$ cat src/rtl/cal_alarm_pkg.sv
package cal_alarm_pkg;
  typedef struct packed {
    logic setFlag;
    logic clrFlag;
  } alarmStrobe_t;
endpackage

$ cat src/rtl/cal_alarm_dp.sv
module cal_alarm_dp
  import cal_alarm_pkg::*;
#(
  parameter int SUBSEC_W = 15,
  parameter int CNT_W    = $clog2(SUBSEC_W + 1)
) (
  input  logic                clk,
  input  logic                rstN,
  input  logic [6:0]          curSec,
  input  logic [6:0]          curMin,
  input  logic [5:0]          curHour,
  input  logic                curPm,
  input  logic [5:0]          curDate,
  input  logic [3:0]          curWday,
  input  logic [SUBSEC_W-1:0] curSubSec,
  input  logic [6:0]          almSec,
  input  logic [6:0]          almMin,
  input  logic [5:0]          almHour,
  input  logic                almPm,
  input  logic [5:0]          almDay,
  input  logic                almWdSel,
  input  logic                maskSec,
  input  logic                maskMin,
  input  logic                maskHour,
  input  logic                maskDay,
  input  logic [SUBSEC_W-1:0] almSubSec,
  input  logic [CNT_W-1:0]    subSecBits,
  input  logic                irqEn,
  input  alarmStrobe_t        strb,
  output logic                rawMatch,
  output logic                almFlag,
  output logic                almIrq
);
  logic secHit, minHit, hourHit, dayHit, subSecHit;
  logic [SUBSEC_W-1:0] bitOk;
  logic flagQ;

  assign secHit  = maskSec  | (curSec == almSec);
  assign minHit  = maskMin  | (curMin == almMin);
  assign hourHit = maskHour | ((curHour == almHour) & (curPm == almPm));

  always_comb begin
    if (almWdSel) dayHit = maskDay | (curWday == almDay[3:0]);
    else          dayHit = maskDay | (curDate == almDay);
  end

  // One enable per sub-second bit: bit i takes part when i < subSecBits
  for (genvar i = 0; i < SUBSEC_W; i++) begin : g_subBit
    assign bitOk[i] = (32'(i) >= 32'(subSecBits)) | (curSubSec[i] == almSubSec[i]);
  end
  assign subSecHit = &bitOk;

  assign rawMatch = secHit & minHit & hourHit & dayHit & subSecHit;

  // Set takes priority over clear so that a fresh event is never lost
  always_ff @(posedge clk) begin
    if (!rstN)             flagQ <= 1'b0;
    else if (strb.setFlag) flagQ <= 1'b1;
    else if (strb.clrFlag) flagQ <= 1'b0;
  end

  assign almFlag = flagQ;
  assign almIrq  = flagQ & irqEn;
endmodule

$ cat src/rtl/cal_alarm_ctrl.sv
module cal_alarm_ctrl
  import cal_alarm_pkg::*;
(
  input  logic         clk,
  input  logic         rstN,
  input  logic         rawMatch,
  input  logic         almEn,
  input  logic         clrStrobe,
  output alarmStrobe_t strb
);
  logic gatedMatch;
  logic prevGated;

  assign gatedMatch = rawMatch & almEn;

  always_ff @(posedge clk) begin
    if (!rstN) prevGated <= 1'b0;
    else       prevGated <= gatedMatch;
  end

  always_comb begin
    strb.setFlag = gatedMatch & ~prevGated;
    strb.clrFlag = clrStrobe;
  end
endmodule

$ cat src/rtl/cal_alarm_cmp.sv
module cal_alarm_cmp
  import cal_alarm_pkg::*;
#(
  parameter int SUBSEC_W = 15,
  parameter int CNT_W    = $clog2(SUBSEC_W + 1)
) (
  input  logic                clk,
  input  logic                rstN,
  input  logic [6:0]          curSec,
  input  logic [6:0]          curMin,
  input  logic [5:0]          curHour,
  input  logic                curPm,
  input  logic [5:0]          curDate,
  input  logic [3:0]          curWday,
  input  logic [SUBSEC_W-1:0] curSubSec,
  input  logic [6:0]          almSec,
  input  logic [6:0]          almMin,
  input  logic [5:0]          almHour,
  input  logic                almPm,
  input  logic [5:0]          almDay,
  input  logic                almWdSel,
  input  logic                maskSec,
  input  logic                maskMin,
  input  logic                maskHour,
  input  logic                maskDay,
  input  logic [SUBSEC_W-1:0] almSubSec,
  input  logic [CNT_W-1:0]    subSecBits,
  input  logic                almEn,
  input  logic                irqEn,
  input  logic                clrStrobe,
  output logic                almFlag,
  output logic                almIrq
);
  alarmStrobe_t strb;
  logic rawMatch;

  cal_alarm_ctrl u_ctrl (
    .clk(clk), .rstN(rstN), .rawMatch(rawMatch), .almEn(almEn),
    .clrStrobe(clrStrobe), .strb(strb)
  );

  cal_alarm_dp #(.SUBSEC_W(SUBSEC_W), .CNT_W(CNT_W)) u_dp (
    .clk(clk), .rstN(rstN),
    .curSec(curSec), .curMin(curMin), .curHour(curHour), .curPm(curPm),
    .curDate(curDate), .curWday(curWday), .curSubSec(curSubSec),
    .almSec(almSec), .almMin(almMin), .almHour(almHour), .almPm(almPm),
    .almDay(almDay), .almWdSel(almWdSel),
    .maskSec(maskSec), .maskMin(maskMin), .maskHour(maskHour), .maskDay(maskDay),
    .almSubSec(almSubSec), .subSecBits(subSecBits), .irqEn(irqEn),
    .strb(strb), .rawMatch(rawMatch), .almFlag(almFlag), .almIrq(almIrq)
  );
endmodule

$ cat config.mk
export PLATFORM = sky130hd
export DESIGN_NAME = cal_alarm_cmp
export DESIGN_NICKNAME = d
export VERILOG_FILES = /design/src/rtl/cal_alarm_pkg.sv /design/src/rtl/cal_alarm_dp.sv /design/src/rtl/cal_alarm_ctrl.sv /design/src/rtl/cal_alarm_cmp.sv
export SDC_FILE = /design/constraint.sdc
export NUM_CORES = 1
export LEC_CHECK = 0
export ABC_AREA = 1
export BUFFER_PORTS_ARGS = -buffer_cell sky130_fd_sc_hd__buf_2
export CORE_ASPECT_RATIO = 2
export CORE_UTILIZATION = 39
export CTS_CLUSTER_DIAMETER = 150
export CTS_CLUSTER_SIZE = 8
export DETAILED_ROUTE_END_ITERATION = 8
export PLACE_DENSITY = 0.83
export SLEW_MARGIN = 0
export SYNTH_ARGS = -nofsm -noshare
export SYNTH_HDL_FRONTEND = slang
export SYNTH_SLANG_ARGS = --single-unit
$ cat constraint.sdc
create_clock -name clk -period 1.6 [get_ports clk]
set_input_delay 0.08 -clock clk [delete_from_list [all_inputs] [get_ports clk]]
set_output_delay 0.08 -clock clk [all_outputs]
set_load 0.1 [all_outputs]
; Word level (Yosys, flattened, before mapping)
; Cells that the tools add are included.
[op_classes]
magnitude_cmp = 15
n_reduce_logical = 2
muxes = 3
bitwise_logic = 29
eq_ne = 21
[op_table]
columns = op, count
row1 = $ge A4 B4 Y1 const A, 7
row2 = $or A1 B1 Y1, 20
row3 = $eq A1 B1 Y1, 16
row4 = $ge A3 B4 Y1 const A, 4
row5 = $reduce_and A15 Y1, 1
row6 = $eq A7 B7 Y1, 2
row7 = $eq A6 B6 Y1, 2
row8 = $and A1 B1 Y1, 8
row9 = $ge A1 B4 Y1 const A, 2
row10 = $ge A2 B4 Y1 const A, 2
row11 = $eq A4 B4 Y1, 1
row12 = $mux W1, 3
row13 = $reduce_bool A2 Y1, 1
row14 = $not A1 Y1, 1
[word_totals]
elab_cells = 72
regBits = 2
out_inout_bits = 2

; Longest topological paths before layout
[logic_depth]
depth_word = 9
mapped_depth = 10
depth_no_buf = 10

; Modules after synthesis
; A second synthesis with hierarchy kept.
[hier_totals]
cells_unflattened = 187
area_unflattened_um2 = 937.1
[by_module_without_submodules]
columns = mod, instances, cells_each, area_each_um2, seq_area_each_um2
row1 = cal_alarm_dp, 1, 181, 894.6, 20.0
row2 = cal_alarm_ctrl, 1, 6, 42.5, 20.0

; Worst setup path before layout
; OpenSTA, ideal clock, no wires.
[synth_path]
path_kind = flip-flop to output port
start = register u_dp.flagQ (netlist: u_dp.almFlag)
end = output almIrq
arrival_time_ps = 1670
path_buffers = 0
setup_slack_ps = -150
stages_incl_launch_ff = 3
required_time_ps = 1520
path_cell_list = dfxtp_1 > nand2_1 > inv_1
[synth_between]
elab_chain_len = 1
[synth_lines]
columns = element, line_no
row1 = from (decl), cal_alarm_dp.sv:36  ; logic flagQ;
row2 = from (signal assigned), cal_alarm_dp.sv:57  ; if (!rstN) flagQ <= 1'b0;
row3 = from (signal assigned), cal_alarm_dp.sv:58  ; else if (strb.setFlag) flagQ <= 1'b1;
row4 = from (signal assigned), cal_alarm_dp.sv:59  ; else if (strb.clrFlag) flagQ <= 1'b0;
row5 = $and A1 B1 Y1, cal_alarm_dp.sv:63  ; assign almIrq = flagQ & irqEn;
row6 = to (decl), cal_alarm_cmp.sv:32  ; output logic almIrq
; No other way between the ends.

; Worst setup path in the final report
; Same ends and word-level chain as after synthesis.

==> out/results.tsv <==
stage	metric	value	unit
run_status	outcome	finished clean	
synthesis	yosys_warnings	0	
final_layout	antenna-diode-count	0	
placement	finalWeightedCongestion	0.9029	
timing	worst_clock_skew	0.0008102	ns
synthesis	syn-instance-count	229	
setup_path	critical_path.endpoint_type	primary output	
floorplanning	floorplan.die_area	0.002849	sq mm
setup_path	reg2reg_depth	3	
routing	vias_per_cell	4.427	
setup_path	setup.worst_path.end	almIrq	
synthesis	synth_largest_type_area_fraction	0.3553	
setup_path	worst_ep_arrival_time	1.04	ns
grt	grt_antenna_before_repair	0	
timing	maxClockFrequency	0.8910	GHz
synthesis	number_of_synthesized_register_bits	2	
run	maxCapViolCount	0	
timing	fin_setup_tns	0	ns
setup_path	crit_reg_reg_startpoint	u_ctrl.prevGated	
final_layout	utilization	0.6459	
timing	final_critical_path_setup_slack	0.4777	ns
setup_path	worst_setup_path_start_kind	register	
clocking	ctsHtreeMaxLevel	1	
synthesis	synth_enable_flop_cells	0	
synthesis	synth_top_cells_by_area	sky130_fd_sc_hd__nand2_1 36%, sky130_fd_sc_hd__inv_1 19%, sky130_fd_sc_hd__nor2_1 12%, sky130_fd_sc_hd__xnor2_1 10%, sky130_fd_sc_hd__nand3_1 5.9%	
routing	ant_nets	0	
routing	wl	3011	microns
placement	placement.setup.worst_slack	0.4269	ns
clocking	worstSkewPairLatency	0.21	ns
clocking	cts-root-to-sink-buffers	2	
pwr	finalPower	0.0005831	W
hold_path	hp-class	in -> reg	
setup_path	critPathRequiredTime	1.52	ns
synthesis	asyncSetResetFlopFracSynth	0	
clocking	post-cts-setup-buffers	0	
clocking	cts_hold_repair.buffers	0	
setup_path	worstPathMaxFanout	3	
clocking	post_cts_resized	0	
floorplanning	floorplan_die_height	74.49	microns
timing	finalHoldViolCount	0	
grt	grt_pass1_vias	1286	
synthesis	library_cell_with_the_highest_instance_count_after_synthesis	sky130_fd_sc_hd__nand2_1	
synthesis	yosys_most_used_dff	sky130_fd_sc_hd__dfxtp_1	
setup_path	worstReg2RegEnd	u_dp.almFlag	
clocking	cts_made_buffers	3	
synthesis	synthesis.area	0.001025	sq mm
routing	detail_route.iter0.violations	42	
synthesis	synth_top_cell_by_area	sky130_fd_sc_hd__nand2_1	
setup_path	worstSetupPathType	reg -> out	
placement	hpwl	2765	microns
setup_path	setup_slack_reg_to_reg	1.04	ns
clocking	cts_num_sinks	2	
timing	max-slew-margin-rel	0.6801	
clocking	cts-root-buf	sky130_fd_sc_hd__clkbuf_8	
placement	buffer_ports.inserted	103	
routing	num_vias	1607	
synthesis	synth.lib_cells_used.distinct	16	
timing	rsz_0062_raised_after_global_routing	no	
synthesis	mappedNetlistNets	331	
floorplanning	placement_rows	26	
setup_path	worstSetupStartpoint	u_dp.almFlag	
timing	setup_viol	0	
grt	global_route_total_overflow	0	
floorplanning	placeable_area	0.002505	sq mm
pwr	power_leakage	1.145	nW
routing	first_pass_iters	4	
routing	post-route-drc-count	0	
clocking	clk_pin_slew	0.03	ns
grt	first_pass_grt_wire_length	4222	microns
synthesis	syn-mean-instance-area	4.475	sq um
routing	wl_per_cell	8.295	microns
timing	fin_crit_sh	0.7014	
pwr	p_per_area	360.4	mW/mm^2
synthesis	netlist_top_cells_count	97 x sky130_fd_sc_hd__nand2_1, 52 x sky130_fd_sc_hd__inv_1, 34 x sky130_fd_sc_hd__nor2_1, 12 x sky130_fd_sc_hd__nand3_1, 12 x sky130_fd_sc_hd__xnor2_1	
grt	grt_start_max_net_pins	6	
final_layout	multi_input_area	789.5	sq um
timing	timing_max_transition_violations_final	0	
grt	grt_usage	0.2013	
final_layout	fin_nets	439	
final_layout	area_taken_by_flip_flops_and_latches	41.29	sq um
final_layout	fill_cells	298	
floorplanning	die_w	38.25	microns
floorplanning	pin_count	104	
final_layout	drive_gt1_frac	0.3343	
clocking	tritoncts	done	
floorplanning	starting_density_of_the_core	0.4091	
final_layout	flow.area_growth_from_synthesis	57.88	%
synthesis	post_synthesis_sequential_area_ratio	0.03907	
timing	timing_worst_slew_pin_value	0.4831	ns
timing	min_period	1.122	ns
pwr	vdd_ir_drop_max	0.2482	mV
-- cell families after synthesis --
| family | Yosys count | share of synthesized area |
|---|---|---|
| xor+xnor | 16 | 0.1367 |
| buf+inv | 52 | 0.1905 |
| compound gates | 7 | 0.03906 |
| flops | 2 | 0.03907 |
| simple gates | 152 | 0.5946 |
-- how the worst min path moves through the flow --
stage / startpoint / to / slack, ns / cells after the start
after floorplan: rstN / u_dp.almFlag / 0.22 / 2
after global placement: clrStrobe / u_dp.almFlag / 0.34 / 3
after detailed placement: clrStrobe / u_dp.almFlag / 0.33 / 3
after CTS: clrStrobe / u_dp.almFlag / 0.11 / 3
after global routing: clrStrobe / u_dp.almFlag / 0.12 / 3
final: clrStrobe / u_dp.almFlag / 0.11 / 3
-- critical path: stages, from the launching register on --
cell and delay [ns]:
sky130_fd_sc_hd__dfxtp_2 0.33, sky130_fd_sc_hd__nand2_1 0.05, sky130_fd_sc_hd__inv_1 0.04, sky130_fd_sc_hd__buf_2 0.41
-- final cells by class --
type                    instances  share of cell area
clock buffers                   3             0.02552
repair buffers                103              0.3186
well taps                      28             0.02166
flip-flops and latches          2             0.02552
multi-input cells             175              0.4880
inverters                      52              0.1206
-- sequential cells by signal (all words and copies together), names as in the netlist --
register and count:
u_ctrl.prevGated 1, u_dp.almFlag 1
-- where the power goes --
part           internal [W]   total, W  leakage, nW  switching (W)
Sequential        0.0000503  0.0000503       0.0166   0.0000000187
Combinational      0.000175   0.000334         1.11       0.000160
Clock              0.000159   0.000199       0.0216      0.0000395
-- per-layer routing --
layer,part of all wire,GRT usage
met5,0,0
met4,0.013,0.07540
met3,0.080,0.03582
met2,0.60,0.4313
met1,0.31,0.1551
-- placed cells by master, fill, tap and decap left out, drive strengths merged --
cell type / n
buf: 103
nand2: 97
inv: 52
nor2: 38
xnor2: 12
nand3: 12
xor2: 4
o21ai: 3
clkbuf: 3
o21bai: 2
a21oi: 2
or2: 2
dfxtp: 2
nand4: 1
nand3b: 1
and3: 1
-- metrics by stage --
stage                     std cells  instance area [sq um]  hold slack, ns
final                           363                   1618          0.1144
after CTS                       363                   1618          0.1085
after floorplan                 229                   1026          0.2240
after global routing            363                   1618          0.1199
after detailed placement        360                   1577          0.3302
after global placement          360                   1577          0.3380
No activity file was read; power rests on OpenSTA's default activity.
